## src/rtl/tcmp_pkg.sv

```systemverilog
package tcmp_pkg;

    typedef enum logic {
        T_HALT = 1'b0,
        T_RUN  = 1'b1
    } tstate_e;

    localparam logic [7:0] A_CTRL   = 8'h00;
    localparam logic [7:0] A_MODE   = 8'h01;
    localparam logic [7:0] A_FORCE  = 8'h02;
    localparam logic [7:0] A_OMASK  = 8'h03;
    localparam logic [7:0] A_ODATA  = 8'h04;
    localparam logic [7:0] A_ACTLO  = 8'h05;
    localparam logic [7:0] A_ACTHI  = 8'h06;
    localparam logic [7:0] A_FLAG   = 8'h07;
    localparam logic [7:0] A_IEN    = 8'h08;
    localparam logic [7:0] A_CNTH   = 8'h0A;
    localparam logic [7:0] A_CNTL   = 8'h0B;
    localparam int         A_CHBASE = 16;

    // Pin level produced by one channel action code.
    function automatic logic act_apply(input logic [1:0] code, input logic cur);
        logic r;
        unique case (code)
            2'b00: r = cur;
            2'b01: r = ~cur;
            2'b10: r = 1'b0;
            2'b11: r = 1'b1;
        endcase
        return r;
    endfunction

endpackage

```

## src/rtl/tcmp_counter.sv

```systemverilog
module tcmp_counter
    import tcmp_pkg::*;
#(
    parameter int CW = 16
) (
    input  logic          clk,
    input  logic          rst_n,
    input  logic          start_req,
    input  logic          stop_req,
    output logic          running,
    output logic [CW-1:0] cnt
);

    tstate_e state_q, state_d;

    // next-state logic
    always_comb begin
        state_d = state_q;
        unique case (state_q)
            T_HALT: if (start_req) state_d = T_RUN;
            T_RUN:  if (stop_req)  state_d = T_HALT;
        endcase
    end

    always_ff @(posedge clk or negedge rst_n) begin
        if (!rst_n) state_q <= T_HALT;
        else        state_q <= state_d;
    end

    // outputs of the state machine
    always_comb begin
        running = 1'b0;
        unique case (state_q)
            T_HALT: running = 1'b0;
            T_RUN:  running = 1'b1;
        endcase
    end

    always_ff @(posedge clk or negedge rst_n) begin
        if (!rst_n)       cnt <= '0;
        else if (running) cnt <= cnt + 1'b1;
    end

endmodule

```

## src/rtl/tcmp_chan.sv

```systemverilog
module tcmp_chan #(
    parameter int CW = 16
) (
    input  logic          clk,
    input  logic          rst_n,
    input  logic          cmp_mode,
    input  logic          tick,
    input  logic [CW-1:0] cnt,
    input  logic          cap_edge,
    input  logic          force_hit,
    input  logic          wr_hi,
    input  logic          wr_lo,
    input  logic [7:0]    wdata,
    output logic [CW-1:0] val,
    output logic          fire,
    output logic          flag_set
);

    logic match;

    assign match    = tick & cmp_mode & (val == cnt);
    assign fire     = cmp_mode & (match | force_hit);
    // a force on the same edge suppresses the flag of a real match
    assign flag_set = (match & ~force_hit) | (cap_edge & ~cmp_mode);

    always_ff @(posedge clk or negedge rst_n) begin
        if (!rst_n) begin
            val <= '0;
        end else if (cap_edge && !cmp_mode) begin
            val <= cnt;
        end else begin
            if (wr_hi) val[CW-1:8] <= (CW-8)'(wdata);
            if (wr_lo) val[7:0]    <= wdata;
        end
    end

endmodule

```

## src/rtl/tcmp_pins.sv

```systemverilog
module tcmp_pins
    import tcmp_pkg::*;
#(
    parameter int NCH = 8
) (
    input  logic             clk,
    input  logic             rst_n,
    input  logic [NCH-1:0]   fire,
    input  logic [NCH-1:0]   mode,
    input  logic [2*NCH-1:0] act,
    input  logic [NCH-1:0]   ovr_mask,
    input  logic [NCH-1:0]   ovr_data,
    output logic [NCH-1:0]   pin_out,
    output logic [NCH-1:0]   pin_oe
);

    localparam int TOP = NCH - 1;

    logic [NCH-1:0] nxt;

    for (genvar i = 0; i < NCH; i++) begin : g_bit
        logic own;
        logic act_on;
        assign own    = fire[i] ? act_apply(act[2*i +: 2], pin_out[i]) : pin_out[i];
        assign nxt[i] = (fire[TOP] && ovr_mask[i]) ? ovr_data[i] : own;
        assign act_on = (act[2*i +: 2] != 2'b00);
        assign pin_oe[i] = mode[i] & (act_on | (ovr_mask[i] & mode[TOP]));
    end

    always_ff @(posedge clk or negedge rst_n) begin
        if (!rst_n) pin_out <= '0;
        else        pin_out <= nxt;
    end

endmodule

```

## src/rtl/tcmp_unit.sv

```systemverilog
module tcmp_unit
    import tcmp_pkg::*;
#(
    parameter int NCH = 8,
    parameter int CW  = 16,
    parameter int AW  = 5
) (
    input  logic           clk,
    input  logic           rst_n,
    input  logic           bus_we,
    input  logic [AW-1:0]  bus_addr,
    input  logic [7:0]     bus_wdata,
    output logic [7:0]     bus_rdata,
    input  logic [NCH-1:0] pin_in,
    output logic [NCH-1:0] pin_out,
    output logic [NCH-1:0] pin_oe,
    output logic           irq
);

    localparam int HALF = NCH / 2;
    localparam int ACTW = 2 * NCH;

    logic [NCH-1:0]  mode_q, ovr_mask_q, ovr_data_q, flag_q, ien_q, pin_q;
    logic [ACTW-1:0] act_q;
    logic [NCH-1:0]  force_v, cap_edge, fire, flag_set, flag_clr;
    logic [CW-1:0]   cnt;
    logic            running;
    logic [CW-1:0]   ch_val [NCH];

    function automatic logic wr_at(input logic [7:0] a);
        return bus_we && (bus_addr == AW'(a));
    endfunction

    tcmp_counter #(.CW(CW)) u_cnt (
        .clk       (clk),
        .rst_n     (rst_n),
        .start_req (wr_at(A_CTRL) &&  bus_wdata[0]),
        .stop_req  (wr_at(A_CTRL) && !bus_wdata[0]),
        .running   (running),
        .cnt       (cnt)
    );

    assign force_v  = wr_at(A_FORCE) ? bus_wdata[NCH-1:0] : '0;
    assign flag_clr = wr_at(A_FLAG)  ? bus_wdata[NCH-1:0] : '0;
    assign cap_edge = pin_in & ~pin_q & ~mode_q;

    for (genvar i = 0; i < NCH; i++) begin : g_ch
        tcmp_chan #(.CW(CW)) u_ch (
            .clk       (clk),
            .rst_n     (rst_n),
            .cmp_mode  (mode_q[i]),
            .tick      (running),
            .cnt       (cnt),
            .cap_edge  (cap_edge[i]),
            .force_hit (force_v[i]),
            .wr_hi     (bus_we && (bus_addr == AW'(A_CHBASE + 2*i))),
            .wr_lo     (bus_we && (bus_addr == AW'(A_CHBASE + 2*i + 1))),
            .wdata     (bus_wdata),
            .val       (ch_val[i]),
            .fire      (fire[i]),
            .flag_set  (flag_set[i])
        );
    end

    tcmp_pins #(.NCH(NCH)) u_pins (
        .clk      (clk),
        .rst_n    (rst_n),
        .fire     (fire),
        .mode     (mode_q),
        .act      (act_q),
        .ovr_mask (ovr_mask_q),
        .ovr_data (ovr_data_q),
        .pin_out  (pin_out),
        .pin_oe   (pin_oe)
    );

    always_ff @(posedge clk or negedge rst_n) begin
        if (!rst_n) begin
            mode_q     <= '0;
            ovr_mask_q <= '0;
            ovr_data_q <= '0;
            act_q      <= '0;
            ien_q      <= '0;
            flag_q     <= '0;
            pin_q      <= '0;
        end else begin
            pin_q  <= pin_in;
            flag_q <= (flag_q & ~flag_clr) | flag_set;
            if (wr_at(A_MODE))  mode_q     <= bus_wdata[NCH-1:0];
            if (wr_at(A_OMASK)) ovr_mask_q <= bus_wdata[NCH-1:0];
            if (wr_at(A_ODATA)) ovr_data_q <= bus_wdata[NCH-1:0];
            if (wr_at(A_IEN))   ien_q      <= bus_wdata[NCH-1:0];
            if (wr_at(A_ACTLO)) act_q[ACTW/2-1:0]    <= bus_wdata[2*HALF-1:0];
            if (wr_at(A_ACTHI)) act_q[ACTW-1:ACTW/2] <= bus_wdata[2*HALF-1:0];
        end
    end

    assign irq = |(flag_q & ien_q);

    always_comb begin
        bus_rdata = '0;
        case (bus_addr)
            AW'(A_CTRL):  bus_rdata = {7'd0, running};
            AW'(A_MODE):  bus_rdata = mode_q;
            AW'(A_OMASK): bus_rdata = ovr_mask_q;
            AW'(A_ODATA): bus_rdata = ovr_data_q;
            AW'(A_ACTLO): bus_rdata = act_q[ACTW/2-1:0];
            AW'(A_ACTHI): bus_rdata = act_q[ACTW-1:ACTW/2];
            AW'(A_FLAG):  bus_rdata = flag_q;
            AW'(A_IEN):   bus_rdata = ien_q;
            AW'(A_CNTH):  bus_rdata = cnt[CW-1:CW-8];
            AW'(A_CNTL):  bus_rdata = cnt[7:0];
            default:      bus_rdata = '0;
        endcase
        for (int i = 0; i < NCH; i++) begin
            if (bus_addr == AW'(A_CHBASE + 2*i))     bus_rdata = ch_val[i][CW-1:CW-8];
            if (bus_addr == AW'(A_CHBASE + 2*i + 1)) bus_rdata = ch_val[i][7:0];
        end
    end

endmodule

```

## config.mk

```make
export PLATFORM = sky130hd
export DESIGN_NAME = tcmp_unit
export DESIGN_NICKNAME = d
export VERILOG_FILES = /design/src/rtl/tcmp_pkg.sv /design/src/rtl/tcmp_counter.sv /design/src/rtl/tcmp_chan.sv /design/src/rtl/tcmp_pins.sv /design/src/rtl/tcmp_unit.sv
export SDC_FILE = /design/constraint.sdc
export NUM_CORES = 1
export LEC_CHECK = 0
export BUFFER_PORTS_ARGS = -buffer_cell sky130_fd_sc_hd__buf_2
export CAP_MARGIN = 20
export CORE_MARGIN = 8
export CORE_UTILIZATION = 57
export DETAILED_ROUTE_END_ITERATION = 6
export GPL_TIMING_DRIVEN = 0
export PLACE_DENSITY = 0.85
export SLEW_MARGIN = 40
export SYNTH_ARGS = -nofsm -noshare
export SYNTH_HDL_FRONTEND = slang
export SYNTH_HIERARCHICAL = 1
export SYNTH_SLANG_ARGS = --single-unit
```

## constraint.sdc

```tcl
create_clock -name clk -period 2.45 [get_ports clk]
set_input_delay 0.245 -clock clk [delete_from_list [all_inputs] [get_ports clk]]
set_output_delay 0.245 -clock clk [all_outputs]
set_load 0.01 [all_outputs]
```

==> impl_metrics.yaml <==
min_path:
  hp-class: "input port to asynchronous set/reset pin"
synthesis:
  ys_seq_area_frac: 0.385
  avgSynthCellArea_um2: 9.56
  synth_seq_cells: 217
  ys_top_cells_by_area: "dfrtp_1 39%, mux2i_1 9.9%, xor2_1 7.8%, o21ai_0 5.7%, nand2_1 5.0%"
  synth_top_area_cell: "dfrtp_1"
  yosysMostFrequentCell: "dfrtp_1"
  ys_warn_count: 6
  synth_common_cells: "217 x dfrtp_1, 186 x nand2_1, 160 x o21ai_0"
  synthCells: 1475
  synth.net_count: 1500
  ys_types: 88
  netlist_area_um2: 14100
  synth_edf_count: 0
  async_flop_share: 1.00
  synthDominantCellAreaShare: 0.385
  yosys_most_used_dff: "dfrtp_1"
pwr:
  clockPowerShare: 0.299
  sw_frac_of_total: 0.377
  powerDensity_nw_per_um2: 783
  leakage_nw: 7.34
  p_sw_mw: 4.92
  peakVddDrop_uv: 972
  comb_power_share: 0.283
  internal_power_mw: 8.12
  seq_power_share: 0.418
cells_and_area:
  final_cells: 1964
  fin_util: 0.685
  area_growth_pct: 18.1
  postLayoutCellArea_um2: 16600
  drive_gt1_frac: 0.230
  n_antenna_cell: 0
  finalNetCount: 1648
  fillers: 1847
drt:
  drt_iter0_markers: 2484
  wirelength_mm: 62.0
  firstDrtPassIters: 7
  wl_per_cell_um: 31.6
  ant_nets: 0
  wl_met2_mm: 25.8
  top_layer_used: "met4"
  dr_total_vias: 14059
  drc: 0
  vias_per_cell: 7.16
  routed-wl-met3_mm: 8.96
  wl_met1_mm: 21.6
critical_path:
  path_class: "flop to output pin"
  cp.arrival_ps: 2420
  max_stage_delay_ps: 470
  critical-path-slowest-cell: "dfrtp_2"
  critPathMaxFanout: 2
  crit_chain: "mux2_4 > o221a_4 > a221o_1 > a211oi_2 > o22ai_2 > buf_2"
  start_kind: "flop"
  worstSetupEndpointType: "output pin"
  crit_required_ps: 2200
sta:
  finalSetupViolations: 8
  post-route-min-period_ps: 2670
  whs_ps: 139
  max_slew.worst_pin.slew_ps: 861
  finalWorstSetupSlack_ps: -216
  rsz0062_at_grt: "yes"
  slew_headroom: 0.426
  finalHoldViolations: 0
  finalMaxSlewViolations: 0
  finClkSkew_ps: 9.82
  period_share: 1.09
  fmax_mhz: 375
placement:
  placed_area_um2: 14900
  dp_cells: 1848
  gp_congestion: 1.10
  dp_hpwl_mm: 37.9
  dpl_worst_slack_ps: -660
  port_buffers: 46
clock_network:
  cts_tree: "yes"
  clk_latency_ps: 540
  cts_buffers: 24
  cts-root-buf: "clkbuf_16"
  cts_max_level: 1
  clk_pin_slew_ps: 60
  cts.sinks: 217
  clk_path_buf_depth: 3
global_routing:
  grt_pass1_vias: 13715
  grtUsageTotal: 0.388
  grt_max_degree: 72
  grt_pass1_wl_mm: 89.1
  antenna_found_initial: 1
  gr-total-overflow: 0
run_status:
  status: "finished with violations"
  violations: "negative setup slack"
floorplanning:
  core_area_um2: 24300
  ioPinCount: 49
  die-area_um2: 30000
  die_h_um: 173
  initial_core_util: 0.580
  rows: 57
  die_w_um: 173
flow_run:
  max_cap_violations: 0
[metal layers]
| metal | vias up | track usage |
|---|---|---|
| li1 | 5628 | - |
| met1 | 6710 | 0.489 |
| met2 | 1337 | 0.570 |
| met3 | 384 | 0.117 |
| met4 | 0 | 0.256 |
| met5 | - | 0 |
[final timing paths]
path,slack [ps],end,depth (start not counted),from
worst min register to register,530,ien_q[2]$_DFFE_PN0P_,1,ien_q[2]$_DFFE_PN0P_
worst max register to register,-10,u_pins/pin_out[7]$_DFFE_PN0P_,9,u_cnt/cnt[7]$_DFFE_PN0P_
worst min-delay path,140,g_ch[5].u_ch/val[1]$_DFFE_PN0P_,2,rst_n
max in group asynchronous,1300,mode_q[7]$_DFFE_PN0P_,4,rst_n
min in group clk,260,ien_q[0]$_DFFE_PN0P_,3,bus_we
worst max-delay path,-220,bus_rdata[2],6,g_ch[1].u_ch/val[10]$_DFFE_PN0P_
[cell usage in the layout (no fill, tap or decap), types with 15 or more instances in the layout]
cell       instances
clkbuf_16         25
a22oi_1           16
nand2_1          186
mux2_2            45
nand3_1           30
dfrtp_4           17
nor2b_1           35
dfrtp_1          193
mux2i_1          140
a21oi_1           39
nand4_1           17
o21ai_0          154
nor3_1            21
nor2_1            33
buf_4             57
buf_6             15
xnor2_1           18
clkbuf_1          24
xor2_1           125
buf_2             95
inv_1             16
nor4_1            22
[cell families after synthesis]
group / synth area share
adders and majority gates: 0.000887
and+or+nand+nor: 0.168
AOI/OAI and AO/OA: 0.160
xor gates and xnor gates: 0.0888
buffers and inverters: 0.0412
muxes: 0.156
DFF: 0.385
[power groups by stage]
stage / clock (mW) / sequential (mW) / combinational, mW
after floorplan: 0 / 4.93 / 2.02
after global placement: 0 / 5.50 / 2.72
after detailed placement: 0 / 5.56 / 2.85
after CTS: 3.88 / 5.42 / 3.23
after global routing: 4.00 / 5.47 / 3.88
final: 3.90 / 5.46 / 3.69
[critical path, delay by kind of cell, from the launching register on]
| kind | cells | cell delay [ps] |
|---|---|---|
| muxes | 1 | 280 |
| DFF | 1 | 470 |
| AOI/OAI and AO/OA | 4 | 940 |
| buffers and inverters | 1 | 190 |
[repair_timing]
action,4_1_cts,5_1_grt
hold endpoints to repair,161,0
pin swaps,16,14
gates resized for setup,53,30
buffers inserted,34,30
setup endpoints to repair,15,16
hold buffers,9,0
[registers in the layout (all words and copies together), names as in the netlist]
register and flops:
act_q 16, flag_q 8, g_ch.u_ch/val 128, ien_q 8
mode_q 8, ovr_data_q 8, ovr_mask_q 8, pin_q 8
u_cnt/cnt 16, u_cnt/state_q 1, u_pins/pin_out 8
[layout make-up]
type                            count  area, um^2  share of cell area
Buffer                             96         551              0.0331
Clock buffer                       34         709              0.0426
Clock inverter                      9         123             0.00736
Inverter                           17        63.8             0.00383
Multi-Input combinational cell   1145        8280               0.497
Sequential cell                   217        5500               0.331
Tap cell                          324         405              0.0243
Timing Repair Buffer              122        1020              0.0611
[per-stage QoR]
stage | setup TNS (ps) | power [mW]
final | -501 | 13.0
after global routing | -624 | 13.3
after CTS | -387 | 12.5
after detailed placement | -6260 | 8.40
after global placement | -565830 | 8.22
after floorplan | 0 | 6.95
(Power assumes the default switching activity.)
